<file path="config.mk">
export PLATFORM = sky130hd
export DESIGN_NAME = lvl_dwell_mod
export DESIGN_NICKNAME = d
export VERILOG_FILES = /design/src/rtl/lvl_mod_pkg.sv /design/src/rtl/lvl_period_timer.sv /design/src/rtl/lvl_ref_split.sv /design/src/rtl/lvl_slope_track.sv /design/src/rtl/lvl_dwell_mod.sv
export SDC_FILE = /design/constraint.sdc
export NUM_CORES = 1
export LEC_CHECK = 0
export ABC_CLOCK_PERIOD_IN_PS = 20900
export CAP_MARGIN = 10
export CORE_MARGIN = 3
export CORE_UTILIZATION = 30
export DETAILED_ROUTE_END_ITERATION = 7
export GPL_TIMING_DRIVEN = 0
export HOLD_SLACK_MARGIN = 0.08
export PLACE_DENSITY_LB_ADDON = 0.3
export SLEW_MARGIN = 10
export SYNTH_ARGS = -nofsm -noshare
export SYNTH_HDL_FRONTEND = slang
export SYNTH_SLANG_ARGS = --single-unit
</file>
<file path="constraint.sdc">
create_clock -name clk -period 20.9 [get_ports clk]
set_input_delay 2.09 -clock clk [delete_from_list [all_inputs] [get_ports clk]]
set_output_delay 2.09 -clock clk [all_outputs]
set_load 0.005 [all_outputs]
</file>
<file path="src/rtl/lvl_mod_pkg.sv">
package lvl_mod_pkg;

  // Scaled reference magnitude, 0..32767 (Q0.15 of 6E)
  function automatic logic [14:0] scaled_mag(input logic signed [15:0] s,
                                             input logic [15:0] m);
    logic signed [16:0] se;
    logic [16:0] a;
    logic [16:0] mc;
    logic [33:0] p;
    logic [18:0] q;
    se = 17'(s);
    a  = se[16] ? 17'(-se) : 17'(se);
    mc = (m > 16'd32768) ? 17'd32768 : {1'b0, m};
    p  = 34'(a) * 34'(mc);
    q  = 19'(p >> 15);
    return (q > 19'd32767) ? 15'h7fff : q[14:0];
  endfunction

  function automatic logic [2:0] area_of(input logic [14:0] mag);
    logic [17:0] x;
    x = 18'(mag) * 18'd6;
    return x[17:15] + 3'd1;
  endfunction

  function automatic logic [14:0] frac_of(input logic [14:0] mag);
    logic [17:0] x;
    x = 18'(mag) * 18'd6;
    return x[14:0];
  endfunction

  // On-time in ticks of the level nearer zero
  function automatic logic [31:0] inner_ticks(input logic [14:0] frac,
                                              input logic [31:0] per);
    logic [47:0] p;
    p = 48'(16'd32768 - 16'(frac)) * 48'(per);
    return 32'(p >> 15);
  endfunction

endpackage

</file>
<file path="src/rtl/lvl_period_timer.sv">
module lvl_period_timer #(
  parameter int unsigned PER_TICKS = 66667,
  parameter int unsigned CW        = $clog2(PER_TICKS + 1)
) (
  input  logic          clk,
  input  logic          rst_n,
  output logic [CW-1:0] cnt,
  output logic          last
);
  assign last = (cnt == CW'(PER_TICKS - 1));

  always_ff @(posedge clk) begin
    if (!rst_n)    cnt <= '0;
    else if (last) cnt <= '0;
    else           cnt <= cnt + CW'(1);
  end

  // a period boundary always restarts the count
  assert_wrap_R10: assert property (@(posedge clk) disable iff (!rst_n)
    last |=> (cnt == '0));
endmodule

</file>
<file path="src/rtl/lvl_ref_split.sv">
module lvl_ref_split
  import lvl_mod_pkg::*;
(
  input  logic signed [15:0] sin_in,
  input  logic [15:0]        m_idx,
  output logic [14:0]        mag,
  output logic [2:0]         area,
  output logic [14:0]        frac,
  output logic               neg,
  output logic signed [15:0] ref_s
);
  assign mag   = scaled_mag(sin_in, m_idx);
  assign area  = area_of(mag);
  assign frac  = frac_of(mag);
  assign neg   = sin_in[15] && (mag != '0);
  assign ref_s = neg ? -$signed({1'b0, mag}) : $signed({1'b0, mag});

  // band index never leaves 1..6
  always_comb begin
    assert_band_range_R2: assert (area >= 3'd1 && area <= 3'd6);
  end
endmodule

</file>
<file path="src/rtl/lvl_slope_track.sv">
module lvl_slope_track (
  input  logic               clk,
  input  logic               rst_n,
  input  logic               en,
  input  logic signed [15:0] ref_s,
  output logic               rise_nx,
  output logic               rise_q
);
  logic signed [15:0] prev_q;
  logic signed [16:0] diff;

  assign diff = 17'(ref_s) - 17'(prev_q);

  always_comb begin
    if (diff > 17'sd1)       rise_nx = 1'b1;
    else if (diff < -17'sd1) rise_nx = 1'b0;
    else                     rise_nx = rise_q;
  end

  always_ff @(posedge clk) begin
    if (!rst_n) begin
      prev_q <= '0;
      rise_q <= 1'b1;
    end else if (en) begin
      prev_q <= ref_s;
      rise_q <= rise_nx;
    end
  end

  // direction is held between samples
  assert_slope_hold_R7: assert property (@(posedge clk) disable iff (!rst_n)
    !en |=> $stable(rise_q));
endmodule

</file>
<file path="src/rtl/lvl_dwell_mod.sv">
module lvl_dwell_mod
  import lvl_mod_pkg::*;
#(
  parameter int unsigned PER_TICKS = 66667,
  parameter int unsigned CW        = $clog2(PER_TICKS + 1)
) (
  input  logic               clk,
  input  logic               rst_n,
  input  logic signed [15:0] sin_in,
  input  logic [15:0]        m_idx,
  output logic [2:0]         area,
  output logic               neg,
  output logic               rising,
  output logic               trig,
  output logic               sel_a,
  output logic signed [3:0]  lvl_a,
  output logic signed [3:0]  lvl_b,
  output logic [CW-1:0]      ta_ticks,
  output logic [CW-1:0]      tb_ticks
);
  logic [CW-1:0]      cnt;
  logic               tick;
  logic [14:0]        mag_w;
  logic [2:0]         area_w;
  logic [14:0]        frac_w;
  logic               neg_w;
  logic signed [15:0] ref_w;
  logic               rise_nx;
  logic               rise_q;

  lvl_period_timer #(.PER_TICKS(PER_TICKS), .CW(CW)) u_tmr (
    .clk(clk), .rst_n(rst_n), .cnt(cnt), .last(tick));

  lvl_ref_split u_split (
    .sin_in(sin_in), .m_idx(m_idx), .mag(mag_w), .area(area_w),
    .frac(frac_w), .neg(neg_w), .ref_s(ref_w));

  lvl_slope_track u_slope (
    .clk(clk), .rst_n(rst_n), .en(tick), .ref_s(ref_w),
    .rise_nx(rise_nx), .rise_q(rise_q));

  // Named events for checking
  logic          band_move;
  logic          turn_pt;
  logic          a_inner;
  logic [CW-1:0] inner_t;
  logic [CW-1:0] ta_nx;

  logic [2:0]    area_q;
  logic          neg_q;
  logic          trig_q;
  logic [CW-1:0] ta_q;

  assign band_move = (area_w != area_q) || (neg_w != neg_q);
  assign turn_pt   = (rise_nx != rise_q);
  assign a_inner   = rise_nx ^ neg_w;
  assign inner_t   = CW'(inner_ticks(frac_w, 32'(PER_TICKS)));
  assign ta_nx     = a_inner ? inner_t : CW'(PER_TICKS) - inner_t;

  always_ff @(posedge clk) begin
    if (!rst_n) begin
      area_q <= 3'd1;
      neg_q  <= 1'b0;
      trig_q <= 1'b0;
      ta_q   <= CW'(PER_TICKS);
    end else if (tick) begin
      area_q <= area_w;
      neg_q  <= neg_w;
      trig_q <= band_move || turn_pt;
      ta_q   <= ta_nx;
    end else begin
      trig_q <= 1'b0;
    end
  end

  logic signed [3:0] kk;
  logic signed [3:0] lo_lv;
  logic signed [3:0] hi_lv;

  assign kk    = $signed({1'b0, area_q});
  assign lo_lv = neg_q ? -kk : kk - 4'sd1;
  assign hi_lv = neg_q ? -(kk - 4'sd1) : kk;

  assign area     = area_q;
  assign neg      = neg_q;
  assign rising   = rise_q;
  assign trig     = trig_q;
  assign lvl_a    = rise_q ? lo_lv : hi_lv;
  assign lvl_b    = rise_q ? hi_lv : lo_lv;
  assign ta_ticks = ta_q;
  assign tb_ticks = CW'(PER_TICKS) - ta_q;
  assign sel_a    = (cnt < ta_q);

  // trigger only in a period's first cycle
  assert_trig_start_R8: assert property (@(posedge clk) disable iff (!rst_n)
    trig_q |-> (cnt == '0));
  // every band move is announced
  assert_band_trig_R8: assert property (@(posedge clk) disable iff (!rst_n)
    (area_q != $past(area_q)) |-> trig_q);
  // on-time never exceeds the period
  assert_ta_bound_R4: assert property (@(posedge clk) disable iff (!rst_n)
    ta_q <= CW'(PER_TICKS));
  // select drops exactly when A's time is used up
  assert_sel_fall_R9: assert property (@(posedge clk) disable iff (!rst_n)
    $fell(sel_a) |-> (cnt == ta_q));
  // registered outputs move only at a period boundary
  assert_hold_R10: assert property (@(posedge clk) disable iff (!rst_n)
    !tick |=> $stable(area_q) && $stable(neg_q) && $stable(ta_q));
endmodule

</file>
### Yosys cells after proc, flatten, opt, wreduce, memory -nomap -nowiden

Index checks and enable logic that the tools add are counted.

* latch bits: 0
* memory bits (read-only): 0
* memories kept: 0
* memory bits (writable): 0
* register bits after elaboration: 56
* bits of input ports: 34

* $add $sub $neg: 11
* shift operators: 0
* equality and inequality tests: 4
* multiplexer cells: 11
* magnitude comparators: 5
* bitwise operators: 2
* div/mod/pow operators: 0
* reduce and logical (&&, ||, !) cells: 6
* multipliers: 3

Operators by type and width (count)
* $mul A17 B17 Y34: 1
* $mux W17: 2
* $sub A17 B17 Y17 const A: 2
* $mul A17 B18 Y32 const B: 1
* $mux W16: 2
* $gt A19 B15 Y1 const B: 1
* $add A17 B1 Y17 const B: 1
* $eq A17 B17 Y1 const B: 1
* $gt A17 B2 Y1 const B: 1
* $lt A17 B1 Y1 const B: 1
* $lt A17 B17 Y1: 1
* $mul A15 B2 Y17 const B: 1
* $neg A16 Y17: 1
* $sub A16 B15 Y17 const A: 1
* $sub A16 B16 Y17: 1
* $gt A16 B16 Y1 const B: 1
* $mux W4: 4
* $neg A15 Y16: 1
* $mux W15: 1
* $reduce_bool A15 Y1: 1
* $neg A3 Y4: 1
* $neg A4 Y4: 1
* $sub A3 B1 Y4 const B: 1
* $add A3 B1 Y3 const B: 1
* other kinds (9): 12

### Logic depth before layout (Yosys ltp)

* word-level depth: 14
* gate-level depth with buffers: 75
* depth with buffers taken out: 68

### By module

A second synthesis with hierarchy kept.

* cells, all modules: 2364
* area total of the unflattened synthesis: 19496.2 um^2

Modules (own cells, without submodules)
* lvl_ref_split: times used 1, area each 10568.9 um^2, cells each 1313, seq. area each 0.0 um^2
* lvl_dwell_mod: times used 1, area each 6515.0 um^2, cells each 767, seq. area each 440.4 um^2
* lvl_slope_track: times used 1, area each 1592.8 um^2, cells each 193, seq. area each 340.3 um^2
* lvl_period_timer: times used 1, area each 819.5 um^2, cells each 91, seq. area each 340.3 um^2

### Worst setup path after synthesis

OpenSTA, ideal clock, no wires.

* path type: in2reg
* start point: input port sin_in[7]
* end point: register ta_q[12] (netlist: ta_ticks[12])
* path buffers: 6
* setup time: 134 ps
* setup slack: 2078 ps
* required time: 20766 ps
* arrival time: 18688 ps
* cell stages on the path: 67
* cells stage by stage: or4_1 > or2_2 > or4_1 > o41ai_1 > xnor2_1 > clkbuf_1 > nand2_1 > fa_1 > fa_1 > inv_1 > fa_1 > inv_1 > fa_1 > fa_1 > inv_1 > fa_1 > ha_1 > buf_2 > (+31 left out) > o211ai_1 > nor2_1 > a21o_1 > a211o_1 > xor2_1 > ha_1 > inv_1 > o21ai_0 > a21oi_1 > nor3b_1 > a21oi_1 > a21oi_1 > inv_1 > a21oi_1 > a2bb2oi_1 > o22ai_2 > xnor2_1 > a21oi_1

RTL lines
* start: declaration: RTL line lvl_dwell_mod.sv:9 `input logic signed [15:0] sin_in,`
* $neg A16 Y17: RTL line lvl_mod_pkg.sv:12 `a = se[16] ? 17'(-se) : 17'(se);`
* $mux W17 *: RTL line lvl_mod_pkg.sv:12
* $mul A17 B17 Y34 *: RTL line lvl_mod_pkg.sv:14 `p = 34'(a) * 34'(mc);`
* $gt A19 B15 Y1: RTL line lvl_mod_pkg.sv:16 `return (q > 19'd32767) ? 15'h7fff : q[14:0];`
* $mux W15 *: RTL line lvl_mod_pkg.sv:16
* $mul A15 B2 Y17 *
* via frac_w[1]: RTL line lvl_dwell_mod.sv:25 `logic [14:0] frac_w;`
* $sub A16 B15 Y17 *: RTL line lvl_mod_pkg.sv:35 `p = 48'(16'd32768 - 16'(frac)) * 48'(per);`
* $mul A17 B18 Y32 *: RTL line lvl_mod_pkg.sv:35
* $sub A17 B17 Y17: RTL line lvl_dwell_mod.sv:58 `assign ta_nx = a_inner ? inner_t : CW'(PER_TICKS) - inner_t;`
* $mux W17 *: RTL line lvl_dwell_mod.sv:58
* end signal: assignment: RTL line lvl_dwell_mod.sv:65 `ta_q <= CW'(PER_TICKS);`
* end signal: assignment: RTL line lvl_dwell_mod.sv:70 `ta_q <= ta_nx;`
* end: declaration: RTL line lvl_dwell_mod.sv:52 `logic [CW-1:0] ta_q;`

The timed path passes the listed nets; every way through them passes the cells marked *.
A chain may end at the register's enable or synchronous reset.

### Worst setup path in the final report

* start point: input port sin_in[6]
* end point: register ta_q[12] (netlist: ta_ticks[12])

* word-level cells in the longest chain between the ends: 14

RTL lines (RTL line)
* $neg A16 Y17: lvl_mod_pkg.sv:12
* $mux W17 *: lvl_mod_pkg.sv:12
* $mul A17 B17 Y34 *: lvl_mod_pkg.sv:14
* $gt A19 B15 Y1: lvl_mod_pkg.sv:16
* $mux W15 *: lvl_mod_pkg.sv:16
* branches (longest 8 deep; another with $mul A17 B18 Y32)
* $mux W17 *: lvl_dwell_mod.sv:58

Every way passes the cells marked *.

==> results_dict.tcl <==
set metrics [dict create \
    relSlewSlack_pct 6.48 \
    critPathMaxFanout 19 \
    max_freq_ghz 0.0496 \
    overflow 0 \
    ys_ff_latch 56 \
    gp_congestion 0.942 \
    antenna_found_initial 0 \
    via_count 16900 \
    yosys.cell_types.count 97 \
    synth_edf_count 0 \
    cp-start-kind "input pin" \
    report.final.hold_viol_count 0 \
    final_cell_mix "inv_1 (431), ha_1 (283), nand2_1 (263)" \
    cts-root-buf "clkbuf_16" \
    cp.arrival_ps 20300 \
    cp_common_cell "fa_1" \
    first_global_vias 17400 \
    rows 92 \
    cpLargestDelayFamily "adder cells" \
    status "complete, no violations" \
    worst_slew_pin_slew_ps 1390 \
    synthFlopType "dfxtp_1" \
    finalSetupViolCount 0 \
    drc 0 \
    slew_violations 0 \
    dpl.cell_count 3325 \
    drive_gt1_share_pct 5.52 \
    syn-cell-area_um2 19300 \
    core_area_um2 63300 \
    grtUsageTotal_pct 16.8 \
    async_reset_ff_share_pct 0 \
    fin_crit_ps 20140 \
    clock_skew_ps 7.12 \
    die_w_um 260 \
    area_growth_pct 13.6 \
    numCtsBuffers 5 \
    drtIter0Drc 1161 \
    max-cap-violations 0 \
    first_pass_iters 6 \
    postSynthCellCount 2384 \
    grt_max_degree 20 \
    dieArea_um2 67400 \
    cp.required_ps 21060 \
    port_buffers 79 \
    dp.final_hpwl_mm 47.6 \
    ys.warnings.count 0 \
    grt_pass1_wl_mm 91.8 \
    fin_cells 3348 \
    final_common_cell "inv_1" \
    endpoint_kind "register" \
    viasPerCell 5.05 \
    synth_top_area_cell "fa_1" \
    regArea_um2 1120 \
    clockBufferDepth 2 \
    htreeDepth 2 \
    yosys-top-cells-area "fa_1 (27%), ha_1 (18%), inv_1 (8.4%)" \
    critical_path_class "in -> reg" \
    initial_core_util_pct 30.5 \
    yosysTopAreaCellShare_pct 26.7 \
    cts_sinks 56 \
    wire_per_inst_um 16.7 \
    drt_wl_total_mm 55.8 \
    fin_crit_sh_pct 96.4 \
    cts_tree "yes" \
    chipHeight_um 260 \
    ios 83 \
    path_buf_inv 13 \
    clk_latency_ps 300 \
    crit_path_top_delay_cell "or4_1" \
    hold_path_class "reg -> reg" \
    syn_avg_cell_area_um2 8.10 \
    clk_pin_slew_worst_paths_ps 80 \
    synth-seq-area-share_pct 5.81 \
    layout.nets 3076 \
    slowest_delay_ps 610 \
    final_antenna_net_count 0 \
    multiInputGateArea_um2 16700 \
    n_fill_cell 6729 \
    hold_buffers 0 \
    antennaDiodeCount 0 \
]
[worst min-delay path, stage by stage (launching register included)]
cell and delay, ps:
dfxtp_1 320, nand2_1 50, a21oi_1 50
[stage by stage]
stage	worst slack, ps	hold slack, ps	utilization [%]	cell area [um2]	TNS (ps)
6_report	758	460	34.6	21900	0
3_5_place_dp	-1890	447	33.6	21200	-19410
4_1_cts	146	458	34.0	21500	0
5_1_grt	-55.4	482	34.6	21900	-114
3_3_place_gp	-1780	443	33.5	21200	-17720
2_1_floorplan	2080	436	-	19400	0
[final timing paths]
kind	start	to	slack [ps]	cells after the start
worst max-delay path	sin_in[6]	ta_ticks[12]	760	65
worst min-delay path	u_slope.prev_q[2]	u_slope.prev_q[2]	460	2
worst max register to register	u_slope.prev_q[10]	ta_ticks[16]	16150	17
worst min register to register	u_slope.prev_q[2]	u_slope.prev_q[2]	460	2
[state kept, by name, summed over array words and instances, names as in the netlist]
register,flops
u_tmr.cnt,17
area,3
trig,1
u_slope.rise_q,1
u_slope.prev_q,16
ta_ticks,17
neg,1
[cells by family after synthesis]
kind of cell / share of synthesized area, %
DFF: 5.81
buffers and inverters: 10.1
other: 0.0389
adders and majority gates: 45.1
and+or+nand+nor: 18.2
muxes: 0.493
xor gates and xnor gates: 6.16
AOI/OAI and AO/OA: 14.1
[per-layer routing]
| layer | vias to the layer above | GRT usage, % | routed length, um |
|---|---|---|---|
| li1 | 8052 | - | - |
| met1 | 8356 | 22.8 | 25200 |
| met4 | 0 | 3.10 | 1020 |
| met2 | 434 | 28.7 | 26300 |
| met5 | - | 0 | 0 |
| met3 | 67 | 2.14 | 3320 |
[area by class of cell]
class	instances	share of cell area, %
Tap cell	846	4.83
Buffer	71	1.54
Timing Repair Buffer	97	4.22
Sequential cell	56	5.11
Inverter	435	7.47
Clock buffer	5	0.571
Multi-Input combinational cell	1835	76.1
Clock inverter	3	0.114
[synth_stat cells, drive strengths merged (20+ instances only)]
| cell | n |
|---|---|
| fa | 257 |
| a211oi | 20 |
| and2 | 27 |
| clkbuf | 58 |
| xor2 | 46 |
| a21oi | 99 |
| a21o | 34 |
| ha | 284 |
| nor2 | 199 |
| o211ai | 22 |
| inv | 435 |
| nand3 | 42 |
| nor3 | 44 |
| o21ai | 76 |
| dfxtp | 56 |
| nand2b | 25 |
| nand2 | 263 |
| xnor2 | 85 |
| nor2b | 25 |
[timing repair]
| item | 4_1_cts | 5_1_grt |
|---|---|---|
| gates resized for setup | 29 | 55 |
| hold endpoints to repair | 0 | 0 |
| pin swaps | 1 | 16 |
| setup endpoints to repair | 14 | 12 |
| cloned | 0 | 0 |
| setup buffers | 2 | 15 |
Power is left out: the tool's default activity adds up to more than one toggle a clock period on the data nets, which glitch-free logic cannot reach.
